$ cat config.mk
export PLATFORM = sky130hd
export DESIGN_NAME = pm1_evt_block
export DESIGN_NICKNAME = d
export VERILOG_FILES = /design/src/rtl/pm1_pkg.sv /design/src/rtl/pm1_btn_qual.sv /design/src/rtl/pm1_sts_bank.sv /design/src/rtl/pm1_evt_route.sv /design/src/rtl/pm1_evt_block.sv
export SDC_FILE = /design/constraint.sdc
export NUM_CORES = 1
export LEC_CHECK = 0
export BUFFER_PORTS_ARGS = -buffer_cell sky130_fd_sc_hd__buf_2
export CORE_MARGIN = 3
export CORE_UTILIZATION = 40
export CTS_CLUSTER_DIAMETER = 200
export DETAILED_ROUTE_END_ITERATION = 10
export PLACE_DENSITY = 0.78
export SYNTH_ARGS = -nofsm -noshare
export SYNTH_HDL_FRONTEND = slang
export SYNTH_SLANG_ARGS = --single-unit
$ cat constraint.sdc
create_clock -name clk -period 1.9 [get_ports clk]
set_input_delay 0.38 -clock clk [delete_from_list [all_inputs] [get_ports clk]]
set_output_delay 0.38 -clock clk [all_outputs]
set_load 0.01 [all_outputs]
$ cat src/rtl/pm1_pkg.sv
package pm1_pkg;

    localparam int REG_W  = 16;
    localparam int ADDR_W = 2;

    // Bit positions shared with software.
    localparam int B_TMR = 0;
    localparam int B_BM  = 4;
    localparam int B_GBL = 5;
    localparam int B_PB  = 8;
    localparam int B_RTC = 10;

    localparam logic [ADDR_W-1:0] ADDR_STS = 2'd0;
    localparam logic [ADDR_W-1:0] ADDR_EN  = 2'd2;

    typedef struct packed {
        logic rtc;
        logic pb;
        logic gbl;
        logic bm;
        logic tmr;
    } evt_t;

    function automatic logic [REG_W-1:0] evt_to_vec(input evt_t e);
        logic [REG_W-1:0] v;
        v        = '0;
        v[B_TMR] = e.tmr;
        v[B_BM]  = e.bm;
        v[B_GBL] = e.gbl;
        v[B_PB]  = e.pb;
        v[B_RTC] = e.rtc;
        return v;
    endfunction

    localparam evt_t ALL_EVT   = '{rtc: 1'b1, pb: 1'b1, gbl: 1'b1, bm: 1'b1, tmr: 1'b1};
    localparam evt_t EN_EVT    = '{rtc: 1'b1, pb: 1'b1, gbl: 1'b1, bm: 1'b0, tmr: 1'b1};
    localparam logic [REG_W-1:0] STS_MASK = evt_to_vec(ALL_EVT);
    localparam logic [REG_W-1:0] EN_MASK  = evt_to_vec(EN_EVT);

endpackage

$ cat src/rtl/pm1_btn_qual.sv
module pm1_btn_qual #(
    parameter int QUAL_MS = 16,
    parameter int LONG_MS = 4000
) (
    input  logic clk,
    input  logic rst,
    input  logic btn_raw_i,
    input  logic tick_i,
    output logic held_o,
    output logic qual_o,
    output logic long_o,
    output logic long_q_o
);
    localparam int CNT_W = $clog2(LONG_MS + 2);
    localparam logic [CNT_W-1:0] QUAL_C = CNT_W'(QUAL_MS);
    localparam logic [CNT_W-1:0] LONG_C = CNT_W'(LONG_MS);
    localparam logic [CNT_W-1:0] SAT_C  = CNT_W'(LONG_MS + 1);

    logic [1:0]       sync_q;
    logic [CNT_W-1:0] cnt_q;
    logic             adv;

    assign held_o = sync_q[1];
    assign adv    = sync_q[1] && tick_i;
    assign qual_o = adv && (cnt_q == QUAL_C);
    assign long_o = adv && (cnt_q == LONG_C);

    always_ff @(posedge clk) begin
        if (rst) begin
            sync_q   <= '0;
            cnt_q    <= '0;
            long_q_o <= 1'b0;
        end else begin
            sync_q   <= {sync_q[0], btn_raw_i};
            long_q_o <= long_o;
            if (!sync_q[1]) begin
                cnt_q <= '0;
            end else if (tick_i && cnt_q != SAT_C) begin
                cnt_q <= cnt_q + 1'b1;
            end
        end
    end
endmodule

$ cat src/rtl/pm1_sts_bank.sv
module pm1_sts_bank
    import pm1_pkg::*;
#(
    parameter logic [REG_W-1:0] MASK = STS_MASK
) (
    input  logic             clk,
    input  logic             rst,
    input  logic [REG_W-1:0] set_vec,
    input  logic [REG_W-1:0] clr_vec,
    output logic [REG_W-1:0] sts_o
);
    for (genvar i = 0; i < REG_W; i++) begin : g_bit
        if (MASK[i]) begin : g_live
            always_ff @(posedge clk) begin
                if (rst) begin
                    sts_o[i] <= 1'b0;
                end else if (set_vec[i]) begin
                    sts_o[i] <= 1'b1;
                end else if (clr_vec[i]) begin
                    sts_o[i] <= 1'b0;
                end
            end
        end else begin : g_rsvd
            assign sts_o[i] = 1'b0;
        end
    end
endmodule

$ cat src/rtl/pm1_evt_route.sv
module pm1_evt_route
    import pm1_pkg::*;
(
    input  logic [REG_W-1:0] sts_i,
    input  logic [REG_W-1:0] en_i,
    input  logic             sleeping_i,
    output logic             irq_o,
    output logic             wake_o
);
    logic any_en;
    assign any_en = |(sts_i & en_i & EN_MASK);
    assign irq_o  = any_en;
    assign wake_o = sleeping_i && (any_en || sts_i[B_PB]);
endmodule

$ cat src/rtl/pm1_evt_block.sv
module pm1_evt_block
    import pm1_pkg::*;
#(
    parameter int QUAL_MS = 16,
    parameter int LONG_MS = 4000
) (
    input  logic              clk,
    input  logic              rst,
    input  logic              btn_raw_i,
    input  logic              ms_tick_i,
    input  logic              lock_release_i,
    input  logic              lock_pending_i,
    input  logic              bm_req_i,
    input  logic              rtc_evt_i,
    input  logic              tmr_msb_i,
    input  logic              sleeping_i,
    input  logic [ADDR_W-1:0] reg_addr_i,
    input  logic              reg_wr_i,
    input  logic [REG_W-1:0]  reg_wdata_i,
    output logic [REG_W-1:0]  reg_rdata_o,
    output logic              irq_o,
    output logic              wake_o,
    output logic              soft_off_o
);
    logic             btn_held, pb_qual, pb_long;
    logic             tmr_prev_q;
    logic [REG_W-1:0] en_q, sts_q;
    logic [REG_W-1:0] set_vec, clr_vec;
    evt_t             set_e;

    pm1_btn_qual #(.QUAL_MS(QUAL_MS), .LONG_MS(LONG_MS)) u_btn (
        .clk      (clk),
        .rst      (rst),
        .btn_raw_i(btn_raw_i),
        .tick_i   (ms_tick_i),
        .held_o   (btn_held),
        .qual_o   (pb_qual),
        .long_o   (pb_long),
        .long_q_o (soft_off_o)
    );

    always_comb begin
        set_e.pb  = pb_qual;
        set_e.gbl = lock_release_i && lock_pending_i;
        set_e.bm  = bm_req_i;
        set_e.rtc = rtc_evt_i;
        set_e.tmr = tmr_msb_i ^ tmr_prev_q;
        set_vec   = evt_to_vec(set_e);
        clr_vec   = (reg_wr_i && reg_addr_i == ADDR_STS) ? reg_wdata_i : '0;
        clr_vec[B_PB] = clr_vec[B_PB] | pb_long;
    end

    pm1_sts_bank #(.MASK(STS_MASK)) u_sts (
        .clk    (clk),
        .rst    (rst),
        .set_vec(set_vec),
        .clr_vec(clr_vec),
        .sts_o  (sts_q)
    );

    always_ff @(posedge clk) begin
        if (rst) begin
            en_q       <= '0;
            tmr_prev_q <= 1'b0;
        end else begin
            tmr_prev_q <= tmr_msb_i;
            if (reg_wr_i && reg_addr_i == ADDR_EN) begin
                en_q <= reg_wdata_i & EN_MASK;
            end
        end
    end

    always_comb begin
        unique case (reg_addr_i)
            ADDR_STS: reg_rdata_o = sts_q;
            ADDR_EN:  reg_rdata_o = en_q;
            default:  reg_rdata_o = '0;
        endcase
    end

    pm1_evt_route u_route (
        .sts_i     (sts_q),
        .en_i      (en_q),
        .sleeping_i(sleeping_i),
        .irq_o     (irq_o),
        .wake_o    (wake_o)
    );
endmodule

## After elaboration in Yosys (flattened, before gate mapping)

Cells that the tools add are included.

- Add/sub/neg operators: 1
- Eq/ne operators: 4
- Multiplexer cells: 12
- Bitwise logic cells: 4
- Reduce and logical (&&, ||, !) cells: 17

Operator list:

| kind | number |
|---|---|
| $pmux W11 S2 | 1 |
| $add A12 B1 Y12 const B | 1 |
| $eq A12 B12 Y1 const B | 1 |
| $eq A12 B5 Y1 const B | 1 |
| $ne A12 B12 Y1 const B | 1 |
| $and A11 B11 Y11 | 1 |
| $mux W11 | 1 |
| $mux W1 | 10 |
| $reduce_bool A2 Y1 | 5 |
| $logic_and A1 B1 Y1 | 8 |
| $reduce_or A4 Y1 | 1 |
| $eq A2 B2 Y1 const B | 1 |
| $logic_not A2 Y1 | 1 |
| $reduce_or A2 Y1 | 1 |
| $logic_or A1 B1 Y1 | 1 |
| $not A1 Y1 | 1 |
| $or A1 B1 Y1 | 1 |
| $xor A1 B1 Y1 | 1 |

- Register bits: 25
- Word-level logic and storage cells: 48

## Longest topological paths before layout

- Depth after elaboration: 6
- Depth in mapped cells: 5
- Depth with buffers taken out: 5

## Modules after synthesis

Synthesis repeated with hierarchy kept, for this count alone.

- Cells, all modules: 192
- Area total of the unflattened synthesis: 1616.6 sq um

By module, submodules not included:

| module | times used | cells each | area each (sq um) |
|---|---|---|---|
| pm1_btn_qual | 1 | 91 | 822.0 |
| pm1_evt_block | 1 | 64 | 504.2 |
| pm1_sts_bank | 1 | 32 | 261.5 |
| pm1_evt_route | 1 | 5 | 28.8 |

## Least setup slack after synthesis

OpenSTA, ideal clock, no wires.

- Path type: input port to flip-flop
- Start point: input port reg_addr_i[1]
- End point: register u_sts.sts_o[5]
- Arrival time: 1.179 ns
- Data required time: 1.772 ns
- Path slack: 0.593 ns
- Stages on the path: 5
- Path buffers: 1
- Cell sequence: buf_2 > nor3b_1 > nand2_1 > a22oi_1 > nor2_1

- Cells in the longest elaborated chain, start to end: 4

Ends and longest elaborated chain:

| what | line | RTL |
|---|---|---|
| start: declaration | pm1_evt_block.sv:17 | `input logic [ADDR_W-1:0] reg_addr_i,` |
| $logic_not A2 Y1 | pm1_evt_block.sv:49 | `clr_vec = (reg_wr_i && reg_addr_i == ADDR_STS) ? reg_wdata_i : '0;` |
| $logic_and A1 B1 Y1 | pm1_evt_block.sv:49 |  |
| $mux W11 | pm1_evt_block.sv:49 |  |
| $reduce_bool A2 Y1 (no line) | n/a |  |
| end signal: indexed assignment | pm1_sts_bank.sv:16 | `sts_o[i] <= 1'b0;` |
| end signal: indexed assignment | pm1_sts_bank.sv:18 | `sts_o[i] <= 1'b1;` |
| end signal: indexed assignment | pm1_sts_bank.sv:20 | `sts_o[i] <= 1'b0;` |
| end: declaration | pm1_sts_bank.sv:10 | `output logic [REG_W-1:0] sts_o` |

No other way between the ends.
A chain may end at the register's enable or synchronous reset.

## Final worst setup path

- Start point: register u_sts.sts_o[8]
- End point: output port wake_o

- Cells in the longest elaborated chain, start to end: 4

Ends and longest elaborated chain:

| what | line | RTL |
|---|---|---|
| $and A11 B11 Y11 | pm1_evt_route.sv:11 | `assign any_en = \|(sts_i & en_i & EN_MASK);` |
| $reduce_or A4 Y1 | pm1_evt_route.sv:11 |  |
| $logic_or A1 B1 Y1 * | pm1_evt_route.sv:13 | `assign wake_o = sleeping_i && (any_en \|\| sts_i[B_PB]);` |
| $logic_and A1 B1 Y1 * | pm1_evt_route.sv:13 |  |
| end: declaration | pm1_evt_block.sv:22 | `output logic wake_o,` |

Mark *: on every way between the ends. The rest lies on a longest branch, timed or not.

==> metrics.md <==
| Metric | Value |
|---|---|
| Outcome | `finished clean` |
| PnR worst setup slack | `roughly 250 ps` |
| Detailed-route DRC error count | `0` |
| Final Hold Vio Count | `0` |
| Async set-reset flop share out of synthesis | `0%` |
| Dpl cell area | `around 1400 sq um` |
| Register area share after synthesis | `about 40%` |
| Yosys cell types | `33` |
| CTS tree | `built` |
| CP required | `1520 ps` |
| Mux share of post-synthesis cell area | `7.200%` |
| FF+latch count, synth | `25` |
| Mapped Cells | `~140` |
| Post-synth EDFFs | `0` |
| CTS resizes | `0` |
| IO buf count | `25` |
| Post-DRT Antenna Nets | `0` |
| Commonest cells in the netlist | `dfxtp_1, nor2_1, buf_4, nand2_1, mux2i_1` |
| Synth Area in Adders | `about 3.0%` |
| Most common cell in the synthesized netlist | `dfxtp_1` |
| Crit path DAT | `approximately 1300 ps` |
| Final setup vio count | `0` |
| Routed WL per cell | `about 10 um` |
| # rows | `19` |
| Yosys warning total | `0` |
| Die W | `roughly 62 um` |
| Yosys top cell area share | `40.00%` |
| Boundary pin count | `48` |
| Total grt overflow | `0` |
| Compound-Gate Fraction of Synth Area | `7.800%` |
| Fin Hold WS | `~250 ps` |
| Die footprint | `3835 sq um` |
| CTS H-tree lvls | `1` |
| Initial antenna violation count | `0` |
| Worst Setup End Kind | `primary output` |
| RR Startpoint | `u_btn.cnt_q[0]$_SDFFE_PP0P_` |
| Initial DRC count | `23` |
| Nets@finish | `between 200 and 250` |
| Final slew viol count | `0` |
| Clock Sinks | `25` |
| TritonRoute pass-1 iters | `4` |
| Hold/Removal Path Class | `primary input to register` |
| Initial Util | `around 43%` |
| Routed WL | `2138 um` |
| Synth Flop Type | `dfxtp_1` |
| Synth top area cells | `dfxtp_1, mux2i_1, nor2_1` |
| Hold Startpoint | `btn_raw_i` |
| Worst vdd ir | `0.3199 mV` |
| RSZ-0062 raised after global routing | `false` |
| Total number of vias | `around 1000` |
| Setup tns final | `0 ps` |
| CTS root buffer | `clkbuf_4` |
| ANT cells | `0` |
| Total CTS buffers | `3` |
| Largest family of logic cells by synthesized area | `simple AND/OR/NAND/NOR gates` |
| Mapped Avg Cell Area | `roughly 8.7 sq um` |
| Place WS | `573.7 ps` |
| Max-Cap Viols | `0` |
| Mapped Area | `approximately 1300 sq um` |
| Synth area leader | `dfxtp_1` |
| Final instance area | `approximately 1400 sq um` |
| Pleak | `~0.60 nW` |
| Worst skew pair latency | `about 320 ps` |
| DIE HEIGHT | `roughly 62 um` |
| Hold-fix buffers, CTS | `0` |
| Skew final | `about 6.4 ps` |
| Crit Path Class | `register to primary output` |
| Share of layout cells above drive strength 1 | `around a fifth` |
| Pwr Density | `around 620 nW/um^2` |
| Xor and xnor area share after synthesis | `roughly 6.3%` |
| CTS clock-pin slew for the worst setup and hold paths | `between 100 and 150 ps` |
| Vias in the first global route | `approximately 880` |
| Global-route wire length before repair | `roughly 3500 um` |
| CTS Buffer Depth | `2` |
| Post-synthesis simple-gate area fraction | `roughly a quarter` |
| Fin util | `around 49%` |
| Final Cycle Share | `roughly 87%` |
| Flop2flop setup slack | `~600 ps` |
| Max Clk Rate | `about 600 MHz` |
| Peak fanout along the critical path | `4` |
| Largest net degree at the start of global routing | `17` |
| Core box area | `~2900 sq um` |
| Final Wtd Congestion | `0.7823` |
| Worst setup SP type | `register` |
| Area delta synth->final | `12.70%` |
| Crit. Startpoint | `u_sts.sts_o[8]$_SDFFE_PP0P_` |
| Total GRT Usage | `12.19%` |
| Vias per inst | `4.682` |
| Minimum clock period | `between 1500 and 2000 ps` |
| Post-CTS Setup Bufs | `0` |
| HPWL after DPL | `between 1500 and 2000 um` |
## layout make-up
cell class	instances	area (sq um)
fillers	290	1466
well taps	42	52.55
inverters	4	15.01
flip-flops and latches	25	500.5
clock inverters	1	8.758
multi-input cells	110	678.2
clock buffers	3	22.52
repair buffers	26	132.6
## where the power goes
part / internal (mW) / switching, mW
logic: 0.0370 / 0.0469
clock network: 0.0857 / 0.166
registers: 0.537 / 0.00778
## path summary, 6_finish.rpt
path | end | depth (start not counted)
min | u_btn.sync_q[0]$_SDFF_PP0_ | 2
min reg2reg | u_btn.sync_q[1]$_SDFF_PP0_ | 1
max | wake_o | 4
max reg2reg | u_btn.cnt_q[10]$_SDFFE_PP0P_ | 5
## worst max-delay path, cell delays in order, from the launching register on
cell	delay [ps]
dfxtp_1	370
a22oi_1	190
nand2_1	90
o21a_1	170
buf_2	130
## cells by family (layout without fill, tap and decap cells)
| family | after synthesis | after routing |
|---|---|---|
| xor gates and xnor gates | 9 | 9 |
| other | 1 | 11 |
| DFF | 25 | 25 |
| and+or+nand+nor | 62 | 62 |
| buffers and inverters | 18 | 34 |
| adders and majority gates | 3 | 3 |
| AOI/OAI and AO/OA | 16 | 16 |
| muxes | 9 | 9 |
## stage by stage
step / total power [mW] / instances
after global routing: 0.9302 / 211
after detailed placement: 0.6409 / 207
after CTS: 0.8951 / 211
after global placement: 0.6395 / 207
final: 0.8808 / 211
after floorplan: 0.6232 / 153
## layout by cell type (no fill, tap or decap)
cell      netlist  routed
dfxtp_1        25      25
buf_2           1      25
nor2_1         23      23
nand2_1        11      11
conb_1          1      11
mux2i_1         9       9
a21oi_1         7       7
xnor2_1         5       5
inv_1           4       4
nor3_1          4       4
nand4_1         4       4
xor2_1          4       4
a22oi_1         3       3
o21ai_0         3       3
nor2b_1         3       3
ha_1            3       3
clkbuf_4        0       3
nor3b_1         2       2
nand2b_1        2       2
nand3_1         2       2
or3_1           2       2
nand3b_1        2       2
o21a_1          1       1
nand4_4         1       1
and3_1          1       1
and4_1          1       1
and4bb_1        1       1
nor3b_2         1       1
nor4_1          1       1
nor4b_1         1       1
o211ai_1        1       1
a41o_1          1       1
inv_6           0       1
buf_4          11       1
## state kept, by name (all words and copies together), names as in the netlist
signal          count
en_q                4
u_btn.long_q_o      1
u_sts.sts_o         5
u_btn.cnt_q        12
tmr_prev_q          1
u_btn.sync_q        2
## per-layer routing
layer / track usage, % / share of wire [%]
met5: 0 / 0
met4: 6.667 / 0.98
met3: 2.686 / 8.2
met2: 21.23 / 43
met1: 13.75 / 48
Power figures use the tool's default switching activity.
